### config.mk
export PLATFORM = sky130hd
export DESIGN_NAME = pwe_engine
export DESIGN_NICKNAME = d
export VERILOG_FILES = /design/src/rtl/pwe_pkg.sv /design/src/rtl/pwe_fifo.sv /design/src/rtl/pwe_bank_ram.sv /design/src/rtl/pwe_walker.sv /design/src/rtl/pwe_engine.sv
export SDC_FILE = /design/constraint.sdc
export NUM_CORES = 2
export LEC_CHECK = 0
export BUFFER_PORTS_ARGS = -buffer_cell sky130_fd_sc_hd__buf_2
export CORE_MARGIN = 1
export CORE_UTILIZATION = 40
export CTS_BUF_LIST = sky130_fd_sc_hd__clkbuf_8
export CTS_CLUSTER_DIAMETER = 30
export DETAILED_ROUTE_END_ITERATION = 6
export SLEW_MARGIN = 10
export SYNTH_ARGS = -nofsm -noshare
export SYNTH_HDL_FRONTEND = slang
export SYNTH_SLANG_ARGS = --single-unit
### constraint.sdc
create_clock -name clk -period 7.87 [get_ports clk]
set_clock_uncertainty 0.2 [all_clocks]
set_input_delay 1.1805 -clock clk [delete_from_list [all_inputs] [get_ports clk]]
set_output_delay 1.1805 -clock clk [all_outputs]
set_load 0.02 [all_outputs]
### src/rtl/pwe_pkg.sv
package pwe_pkg;
  localparam int SLOT_W = 2;
  localparam int NSLOT  = 3;

  typedef enum logic [SLOT_W-1:0] {
    SLOT_SRC1 = 2'd0,
    SLOT_SRC2 = 2'd1,
    SLOT_DST  = 2'd2,
    SLOT_RSVD = 2'd3
  } slot_e;

  // true when the slot code names a source operand
  function automatic logic slot_is_src(input logic [SLOT_W-1:0] s);
    return (s == SLOT_SRC1) || (s == SLOT_SRC2);
  endfunction

  // storage row of a slot code; the reserved code lands on the destination row
  function automatic logic [SLOT_W-1:0] slot_row(input logic [SLOT_W-1:0] s);
    return (s == SLOT_RSVD) ? SLOT_DST : s;
  endfunction

  // the partner source operand of a slot
  function automatic logic [SLOT_W-1:0] slot_other(input logic [SLOT_W-1:0] s);
    return (s == SLOT_SRC1) ? SLOT_SRC2 : SLOT_SRC1;
  endfunction
endpackage

### src/rtl/pwe_fifo.sv
module pwe_fifo #(
  parameter int W     = 8,
  parameter int DEPTH = 4
) (
  input  logic         clk,
  input  logic         rst_n,
  input  logic         push,
  input  logic [W-1:0] din,
  input  logic         pop,
  output logic [W-1:0] dout,
  output logic         empty,
  output logic         full
);
  localparam int AW = (DEPTH > 1) ? $clog2(DEPTH) : 1;
  localparam int CW = $clog2(DEPTH + 1);

  logic [W-1:0]  mem [DEPTH];
  logic [AW-1:0] rd_q, wr_q;
  logic [CW-1:0] cnt_q;
  logic          do_push, do_pop;

  function automatic logic [AW-1:0] wrap_inc(input logic [AW-1:0] p);
    return (p == AW'(DEPTH - 1)) ? '0 : p + 1'b1;
  endfunction

  assign empty   = (cnt_q == '0);
  assign full    = (cnt_q == CW'(DEPTH));
  assign do_push = push && !full;
  assign do_pop  = pop && !empty;
  assign dout    = mem[rd_q];

  always_ff @(posedge clk) begin
    if (do_push) mem[wr_q] <= din;
  end

  always_ff @(posedge clk) begin
    if (!rst_n) begin
      rd_q  <= '0;
      wr_q  <= '0;
      cnt_q <= '0;
    end else begin
      if (do_push) wr_q <= wrap_inc(wr_q);
      if (do_pop)  rd_q <= wrap_inc(rd_q);
      case ({do_push, do_pop})
        2'b10:   cnt_q <= cnt_q + 1'b1;
        2'b01:   cnt_q <= cnt_q - 1'b1;
        default: cnt_q <= cnt_q;
      endcase
    end
  end

  AST_FIFO_NO_OVERFLOW: assert property (@(posedge clk) disable iff (!rst_n)
    push |-> !full);
  AST_FIFO_NO_UNDERFLOW: assert property (@(posedge clk) disable iff (!rst_n)
    pop |-> !empty);
endmodule

### src/rtl/pwe_bank_ram.sv
module pwe_bank_ram
  import pwe_pkg::*;
#(
  parameter int LIDX_W = 3,
  parameter int DATA_W = 16,
  parameter int OPC_W  = 6,
  parameter int PTR_W  = 7
) (
  input  logic              clk,
  input  logic              rst_n,
  // walker read
  input  logic [LIDX_W-1:0] w_lidx,
  input  logic [SLOT_W-1:0] w_slot,
  output logic [OPC_W-1:0]  w_opc,
  output logic [DATA_W-1:0] w_oval,
  output logic              w_ofull,
  output logic [PTR_W-1:0]  w_nptr,
  output logic              w_nptr_v,
  // walker write
  input  logic              ww_en,
  input  logic [LIDX_W-1:0] ww_lidx,
  input  logic [SLOT_W-1:0] ww_slot,
  input  logic [DATA_W-1:0] ww_val,
  // dispatch write
  input  logic              d_we,
  input  logic [LIDX_W-1:0] d_lidx,
  input  logic [SLOT_W-1:0] d_slot,
  input  logic [DATA_W-1:0] d_val,
  input  logic              d_full,
  input  logic [PTR_W-1:0]  d_ptr,
  input  logic              d_ptr_v,
  input  logic [OPC_W-1:0]  d_opc,
  // probe read
  input  logic [LIDX_W-1:0] p_lidx,
  input  logic [SLOT_W-1:0] p_slot,
  output logic [DATA_W-1:0] p_val,
  output logic              p_full
);
  localparam int NENT = 1 << LIDX_W;

  logic [OPC_W-1:0] opc_q [NENT];
  logic [SLOT_W-1:0] w_row, w_orow, ww_row, d_row, p_row;

  logic [DATA_W-1:0] row_val   [NSLOT][NENT];
  logic [NENT-1:0]   row_full  [NSLOT];
  logic [PTR_W-1:0]  row_ptr   [NSLOT][NENT];
  logic [NENT-1:0]   row_ptr_v [NSLOT];

  assign w_row  = slot_row(w_slot);
  assign w_orow = slot_other(w_slot);
  assign ww_row = slot_row(ww_slot);
  assign d_row  = slot_row(d_slot);
  assign p_row  = slot_row(p_slot);

  // one storage row per operand slot
  for (genvar s = 0; s < NSLOT; s++) begin : g_row
    logic ww_hit, d_hit;
    assign ww_hit = ww_en && (ww_row == SLOT_W'(s));
    assign d_hit  = d_we  && (d_row  == SLOT_W'(s));

    always_ff @(posedge clk) begin
      if (ww_hit) row_val[s][ww_lidx] <= ww_val;
      if (d_hit) begin
        row_val[s][d_lidx] <= d_val;
        row_ptr[s][d_lidx] <= d_ptr;
      end
    end

    always_ff @(posedge clk) begin
      if (!rst_n) begin
        row_full[s]  <= '0;
        row_ptr_v[s] <= '0;
      end else begin
        if (ww_hit) row_full[s][ww_lidx] <= 1'b1;
        if (d_hit) begin
          row_full[s][d_lidx]  <= d_full;
          row_ptr_v[s][d_lidx] <= d_ptr_v;
        end
      end
    end
  end

  always_ff @(posedge clk) begin
    if (d_we) opc_q[d_lidx] <= d_opc;
  end

  assign w_opc    = opc_q[w_lidx];
  assign w_oval   = row_val[w_orow][w_lidx];
  assign w_ofull  = row_full[w_orow][w_lidx];
  assign w_nptr   = row_ptr[w_row][w_lidx];
  assign w_nptr_v = row_ptr_v[w_row][w_lidx];
  assign p_val    = row_val[p_row][p_lidx];
  assign p_full   = row_full[p_row][p_lidx];
endmodule

### src/rtl/pwe_walker.sv
module pwe_walker
  import pwe_pkg::*;
#(
  parameter int ENTRY_W = 5,
  parameter int BANK_W  = 2,
  parameter int BANK_ID = 1,
  parameter int DATA_W  = 16,
  parameter int OPC_W   = 6
) (
  input  logic                      clk,
  input  logic                      rst_n,
  // pending queue head
  input  logic                      pend_empty,
  input  logic [ENTRY_W+SLOT_W-1:0] pend_ptr,
  input  logic [DATA_W-1:0]         pend_val,
  output logic                      pend_pop,
  // interconnect arrival
  input  logic                      in_valid,
  input  logic [ENTRY_W+SLOT_W-1:0] in_ptr,
  input  logic [DATA_W-1:0]         in_val,
  output logic                      in_take,
  // RAM read
  output logic [ENTRY_W-BANK_W-1:0] rd_lidx,
  output logic [SLOT_W-1:0]         rd_slot,
  input  logic [OPC_W-1:0]          rd_opc,
  input  logic [DATA_W-1:0]         rd_oval,
  input  logic                      rd_ofull,
  input  logic [ENTRY_W+SLOT_W-1:0] rd_nptr,
  input  logic                      rd_nptr_v,
  // RAM write
  output logic                      wr_en,
  output logic [ENTRY_W-BANK_W-1:0] wr_lidx,
  output logic [SLOT_W-1:0]         wr_slot,
  output logic [DATA_W-1:0]         wr_val,
  // issue
  output logic                      issue_valid,
  input  logic                      issue_grant,
  output logic [OPC_W-1:0]          issue_opc,
  output logic [ENTRY_W-1:0]        issue_idx,
  output logic [DATA_W-1:0]         issue_a,
  output logic [DATA_W-1:0]         issue_b,
  // hand-off
  input  logic                      xfer_full,
  output logic                      xfer_push,
  output logic [ENTRY_W+SLOT_W-1:0] xfer_ptr,
  output logic [DATA_W-1:0]         xfer_val,
  output logic                      stalled
);
  localparam int PTR_W  = ENTRY_W + SLOT_W;
  localparam int LIDX_W = ENTRY_W - BANK_W;

  function automatic logic [BANK_W-1:0] bank_of(input logic [PTR_W-1:0] p);
    return p[SLOT_W +: BANK_W];
  endfunction
  function automatic logic [LIDX_W-1:0] row_of(input logic [PTR_W-1:0] p);
    return p[PTR_W-1 -: LIDX_W];
  endfunction

  logic              nv_q;
  logic [PTR_W-1:0]  np_q;
  logic [DATA_W-1:0] val_q;

  logic              take_pend, cur_v, need_issue, remote, xfer_block, advance;
  logic [PTR_W-1:0]  cur_p;
  logic [DATA_W-1:0] cur_d;
  logic [SLOT_W-1:0] cur_slot;

  // choose the pointer worked on this cycle
  always_comb begin
    take_pend = !nv_q && !pend_empty;
    in_take   = !nv_q && pend_empty && in_valid;
    cur_v     = nv_q || take_pend || in_take;
    if (nv_q) begin
      cur_p = np_q;
      cur_d = val_q;
    end else if (take_pend) begin
      cur_p = pend_ptr;
      cur_d = pend_val;
    end else begin
      cur_p = in_ptr;
      cur_d = in_val;
    end
  end

  assign cur_slot = cur_p[SLOT_W-1:0];
  assign pend_pop = take_pend;
  assign rd_lidx  = row_of(cur_p);
  assign rd_slot  = cur_slot;

  // step decision
  always_comb begin
    need_issue = cur_v && slot_is_src(cur_slot) && rd_ofull;
    remote     = rd_nptr_v && (bank_of(rd_nptr) != BANK_W'(BANK_ID));
    xfer_block = cur_v && remote && xfer_full;
    advance    = cur_v && !xfer_block && (!need_issue || issue_grant);
  end

  assign issue_valid = need_issue && !xfer_block;
  assign issue_opc   = rd_opc;
  assign issue_idx   = cur_p[PTR_W-1:SLOT_W];
  assign issue_a     = (cur_slot == SLOT_SRC1) ? cur_d : rd_oval;
  assign issue_b     = (cur_slot == SLOT_SRC1) ? rd_oval : cur_d;

  assign wr_en   = advance;
  assign wr_lidx = row_of(cur_p);
  assign wr_slot = cur_slot;
  assign wr_val  = cur_d;

  assign xfer_push = advance && remote;
  assign xfer_ptr  = rd_nptr;
  assign xfer_val  = cur_d;
  assign stalled   = cur_v && !advance;

  always_ff @(posedge clk) begin
    if (!rst_n) begin
      nv_q  <= 1'b0;
      np_q  <= '0;
      val_q <= '0;
    end else if (advance) begin
      nv_q  <= rd_nptr_v && !remote;
      np_q  <= rd_nptr;
      val_q <= cur_d;
    end else if (cur_v) begin
      nv_q  <= 1'b1;
      np_q  <= cur_p;
      val_q <= cur_d;
    end
  end

  AST_HOLD_ON_DENY: assert property (@(posedge clk) disable iff (!rst_n)
    (issue_valid && !issue_grant) |=> (nv_q && np_q == $past(cur_p)));
  AST_STALL_KEEPS_PTR: assert property (@(posedge clk) disable iff (!rst_n)
    stalled |=> nv_q);
  AST_IDLE_QUIET: assert property (@(posedge clk) disable iff (!rst_n)
    (!nv_q && pend_empty && !in_valid) |-> (!issue_valid && !wr_en && !stalled && !xfer_push));
  AST_XFER_REMOTE: assert property (@(posedge clk) disable iff (!rst_n)
    xfer_push |-> (bank_of(xfer_ptr) != BANK_W'(BANK_ID)));
  AST_ISSUE_HAS_PARTNER: assert property (@(posedge clk) disable iff (!rst_n)
    issue_valid |-> (rd_ofull && cur_slot != SLOT_DST && cur_slot != SLOT_RSVD));
endmodule

### src/rtl/pwe_engine.sv
module pwe_engine
  import pwe_pkg::*;
#(
  parameter int ENTRY_W    = 5,
  parameter int BANK_W     = 2,
  parameter int BANK_ID    = 1,
  parameter int DATA_W     = 16,
  parameter int OPC_W      = 6,
  parameter int PEND_DEPTH = 5,
  parameter int XFER_DEPTH = 2
) (
  input  logic                      clk,
  input  logic                      rst_n,
  input  logic                      in_valid,
  input  logic [ENTRY_W+1:0]        in_ptr,
  input  logic [DATA_W-1:0]         in_val,
  output logic                      in_ready,
  input  logic                      disp_we,
  input  logic [ENTRY_W-BANK_W-1:0] disp_lidx,
  input  logic [1:0]                disp_slot,
  input  logic [DATA_W-1:0]         disp_val,
  input  logic                      disp_full,
  input  logic [ENTRY_W+1:0]        disp_ptr,
  input  logic                      disp_ptr_v,
  input  logic [OPC_W-1:0]          disp_opc,
  input  logic [ENTRY_W-BANK_W-1:0] probe_lidx,
  input  logic [1:0]                probe_slot,
  output logic [DATA_W-1:0]         probe_val,
  output logic                      probe_full,
  output logic                      issue_valid,
  input  logic                      issue_grant,
  output logic [OPC_W-1:0]          issue_opc,
  output logic [ENTRY_W-1:0]        issue_idx,
  output logic [DATA_W-1:0]         issue_a,
  output logic [DATA_W-1:0]         issue_b,
  output logic                      xfer_valid,
  input  logic                      xfer_ready,
  output logic [ENTRY_W+1:0]        xfer_ptr,
  output logic [DATA_W-1:0]         xfer_val,
  output logic                      stalled
);
  localparam int PTR_W  = ENTRY_W + SLOT_W;
  localparam int LIDX_W = ENTRY_W - BANK_W;
  localparam int PAIR_W = PTR_W + DATA_W;

  logic              pend_empty, pend_full, pend_pop, pend_push, in_take;
  logic [PAIR_W-1:0] pend_head;
  logic              xq_empty, xq_full, xq_push;
  logic [PTR_W-1:0]  xq_in_ptr;
  logic [DATA_W-1:0] xq_in_val;
  logic [PAIR_W-1:0] xq_head;

  logic [LIDX_W-1:0] rd_lidx, wr_lidx;
  logic [SLOT_W-1:0] rd_slot, wr_slot;
  logic [OPC_W-1:0]  rd_opc;
  logic [DATA_W-1:0] rd_oval, wr_val;
  logic              rd_ofull, rd_nptr_v, wr_en;
  logic [PTR_W-1:0]  rd_nptr;

  assign in_ready  = !pend_full;
  assign pend_push = in_valid && !pend_full && !in_take;

  pwe_fifo #(.W(PAIR_W), .DEPTH(PEND_DEPTH)) u_pend (
    .clk(clk), .rst_n(rst_n),
    .push(pend_push), .din({in_ptr, in_val}),
    .pop(pend_pop), .dout(pend_head),
    .empty(pend_empty), .full(pend_full)
  );

  pwe_fifo #(.W(PAIR_W), .DEPTH(XFER_DEPTH)) u_xfer (
    .clk(clk), .rst_n(rst_n),
    .push(xq_push), .din({xq_in_ptr, xq_in_val}),
    .pop(xfer_valid && xfer_ready), .dout(xq_head),
    .empty(xq_empty), .full(xq_full)
  );

  assign xfer_valid = !xq_empty;
  assign xfer_ptr   = xq_head[PAIR_W-1 -: PTR_W];
  assign xfer_val   = xq_head[DATA_W-1:0];

  pwe_bank_ram #(.LIDX_W(LIDX_W), .DATA_W(DATA_W), .OPC_W(OPC_W), .PTR_W(PTR_W)) u_ram (
    .clk(clk), .rst_n(rst_n),
    .w_lidx(rd_lidx), .w_slot(rd_slot), .w_opc(rd_opc), .w_oval(rd_oval),
    .w_ofull(rd_ofull), .w_nptr(rd_nptr), .w_nptr_v(rd_nptr_v),
    .ww_en(wr_en), .ww_lidx(wr_lidx), .ww_slot(wr_slot), .ww_val(wr_val),
    .d_we(disp_we), .d_lidx(disp_lidx), .d_slot(disp_slot), .d_val(disp_val),
    .d_full(disp_full), .d_ptr(disp_ptr), .d_ptr_v(disp_ptr_v), .d_opc(disp_opc),
    .p_lidx(probe_lidx), .p_slot(probe_slot), .p_val(probe_val), .p_full(probe_full)
  );

  pwe_walker #(.ENTRY_W(ENTRY_W), .BANK_W(BANK_W), .BANK_ID(BANK_ID),
               .DATA_W(DATA_W), .OPC_W(OPC_W)) u_walk (
    .clk(clk), .rst_n(rst_n),
    .pend_empty(pend_empty), .pend_ptr(pend_head[PAIR_W-1 -: PTR_W]),
    .pend_val(pend_head[DATA_W-1:0]), .pend_pop(pend_pop),
    .in_valid(in_valid), .in_ptr(in_ptr), .in_val(in_val), .in_take(in_take),
    .rd_lidx(rd_lidx), .rd_slot(rd_slot), .rd_opc(rd_opc), .rd_oval(rd_oval),
    .rd_ofull(rd_ofull), .rd_nptr(rd_nptr), .rd_nptr_v(rd_nptr_v),
    .wr_en(wr_en), .wr_lidx(wr_lidx), .wr_slot(wr_slot), .wr_val(wr_val),
    .issue_valid(issue_valid), .issue_grant(issue_grant), .issue_opc(issue_opc),
    .issue_idx(issue_idx), .issue_a(issue_a), .issue_b(issue_b),
    .xfer_full(xq_full), .xfer_push(xq_push), .xfer_ptr(xq_in_ptr),
    .xfer_val(xq_in_val), .stalled(stalled)
  );

  AST_PEND_ORDER_FAST: assert property (@(posedge clk) disable iff (!rst_n)
    in_take |-> pend_empty);
endmodule

==> results.tsv <==
metric	value	unit
CTS Buf Count	182	
switching fraction of total power	40.4	%
Total Routed Length	131000	um
Synth area leader	edfxtp_1	
Pre-antenna DRT Iters	6	
Seq/Total Area, Yosys	60.9	%
initial antenna violation count	9	
synth warn	0	
DIE AREA	104000	um^2
drt wl/cell	25.1	um
Clock Tree Buf Depth	3	
Cell Area, Placed	43400	um^2
Yosys cell types	84	
worst path required time	6.49	ns
fin area	47500	um^2
Leakage Power	17.0	nW
Post-synth EDFFs	809	
CTS tree	yes	
total gr overflow	0	
most frequent cell after synthesis	edfxtp_1	
GRT Util Overall	24.9	%
syn nets	3661	
Worst Slack Setup Final	0.951	ns
Synth Area in XOR/XNOR	0.106	%
Post-CTS Resized	0	
Setup CP Type	flip-flop to output port	
r2r setup slk	1.58	ns
hold_buf cts	0	
Yosys reg bits	850	
CTS clk-pin slew, worst paths	0.06	ns
I/O Pins	157	
Final Slew Violations	0	
Fmax	0.145	GHz
via density per instance	5.79	
total core area	102000	um^2
Combinational Power Share	40.3	%
Max Cap Viol	0	
# rows	117	
fin crit share	87.9	%
nets	3768	
r2r endpoint	u_ram.row_val[2][96]	
simple logic cell fraction of the synthesized area	11.7	%
most frequent cells after synthesis	809 x edfxtp_1, 599 x nor2_1, 572 x a21oi_1	
final core utilization	46.5	%
vias after detailed routing	30200	
CTS H-tree depth	4	
vias in the first global route	28200	
Relative slew margins	25.0	%
Final min period	6.92	ns
Non-Filler Instances	5218	
sequential fraction of design power	32.9	%
largest family of logic cells by synthesized area	compound AO/OA/AOI/OAI gates	
Slew @ Worst Pin	1.12	ns
Clock Latency Late Sink	0.84	ns
total negative slack	0	ns
Synth area leaders	edfxtp_1 59%, a21oi_1 6.9%, mux4_2 5.7%	
RSZ-0062 raised after global routing	false	
final setup vio count	0	
worst slack, placed	1.56	ns
DRT iter0 DRCs	3782	
clock sink count	850	
dpl hpwl	85400	um
critical path fanouts, max	103	
compound-cell area share of the yosys netlist	12.4	%
drt drc	0	
Initial Util	40.4	%
GP Congestion	0.868	
pwr/cell area	414	nW/um^2
fraction of registers with async set/reset	0	%
antenna viol nets, final	0	
Worst setup EP type	output port	
Fin. Hold Viols	0	
first-pass GRT wire length	190000	um
Most used DFF post-synth	edfxtp_1	
Worst Path Arrival	5.54	ns
synthesized area	41300	um^2
DIE WIDTH	323	um
Mapped Cells	3584	
mean area per synthesized cell	11.5	um^2
Layout area overhead	15.0	%
Critical Path Start Type	flip-flop	
outcome	finished, final reports clean	
peak supply drop	0.338	mV
post-synthesis mux area share	10.7	%
NetSw	7.94	mW
largest net degree at the start of global routing	104	
Port Buffers	156	
number of buffers added for setup after CTS	0	
layout cells sized above 1	20.1	%
Worst Hold Class	flip-flop to flip-flop	
CP endpoint	issue_b[2]	
FF-to-FF path depth	12	
adder-cell area share of the yosys netlist	0.230	%
P_int	11.7	mW
Inst Count DP	4875	
die height	323	um
Clock power frac	26.8	%
clock root buffer	clkbuf_8	
Synth top area share	58.9	%
## per-layer routing
layer | GRT usage (%) | wire, um
met5 | 0 | 80
met4 | 8.78 | 3880
met3 | 6.27 | 13900
met2 | 37.7 | 59200
met1 | 34.8 | 54100
## area by class of cell
cell class	count	area [um^2]
clock inverter	150	1480
sequential	850	25100
antenna	3	7.51
clock buffer	190	2620
inverter	56	211
multi-input combinational	2344	14700
timing repair buffer	257	1580
fill	9208	54600
tap	1368	1710
## through the flow
step | total power [mW] | hold slack (ns)
CTS | 19.6 | 0.313
floorplan | 11.5 | 0.254
detailed placement | 14.3 | 0.298
global route | 20.5 | 0.336
global placement | 14.2 | 0.279
finish | 19.7 | 0.312
## placed cells by master, fill, tap and decap left out, drive strengths merged, types with 11 or more instances in the layout
master,n
clkinvlp,18
a31oi,16
nor4,13
mux2i,182
a311oi,16
buf,257
edfxtp,809
a21oi,572
o21bai,24
bufinv,25
clkinv,72
o21ai,71
mux4,104
nand3,84
a211o,11
a211oi,73
mux2,24
o22ai,30
or4,12
nor3,27
dfxtp,41
nand2,328
clkbuf,190
and3,35
inv,91
nor2,601
## power groups by stage
stage / registers [mW] / logic (mW) / clock network (mW)
global placement: 6.53 / 7.71 / 0
CTS: 6.46 / 7.83 / 5.33
detailed placement: 6.55 / 7.80 / 0
floorplan: 6.43 / 5.08 / 0
global route: 6.53 / 8.47 / 5.54
finish: 6.47 / 7.92 / 5.26
## logic make-up (layout without fill, tap and decap cells)
group | count (synthesis) | count (layout)
xor gates and xnor gates | 5 | 5
DFF | 850 | 850
muxes | 310 | 310
adders and majority gates | 7 | 7
and+or+nand+nor | 1144 | 1144
AOI/OAI and AO/OA | 878 | 878
buffers and inverters | 390 | 653
other | 0 | 3
## sequential cells by signal (all words and copies together) (netlist names), 7 cells and up, named ones only
signal / cells
u_ram.row_ptr_v: 24
u_ram.row_val: 384
u_ram.opc_q: 48
u_pend.mem: 115
u_walk.val_q: 16
u_ram.row_ptr: 168
u_xfer.mem: 46
u_walk.np_q: 7
u_ram.row_full: 24
## worst max-delay path: stages, from the launching register on
cell and delay (ns):
dfxtp_1 0.95, or2_2 0.27, o221ai_1 0.25, o21a_2 0.53
nor2_4 0.56, buf_12 0.52, mux2i_1 0.43, o22ai_1 0.19
nor4_1 0.53, mux2i_1 0.14, buf_2 0.19
## worst min-delay path by stage
stage / startpoint / to / slack (ns) / cells after the start
2_1_floorplan: u_walk.np_q[0] / u_walk.np_q[0] / 0.25 / 2
3_5_place_dp: u_walk.np_q[0] / u_walk.np_q[0] / 0.30 / 2
5_1_grt: u_walk.val_q[10] / u_walk.val_q[10] / 0.34 / 2
3_3_place_gp: u_walk.np_q[0] / u_walk.np_q[0] / 0.28 / 2
6_report: u_walk.val_q[14] / u_walk.val_q[14] / 0.31 / 2
4_1_cts: u_walk.val_q[7] / u_walk.val_q[7] / 0.31 / 2
(Power assumes the default switching activity.)
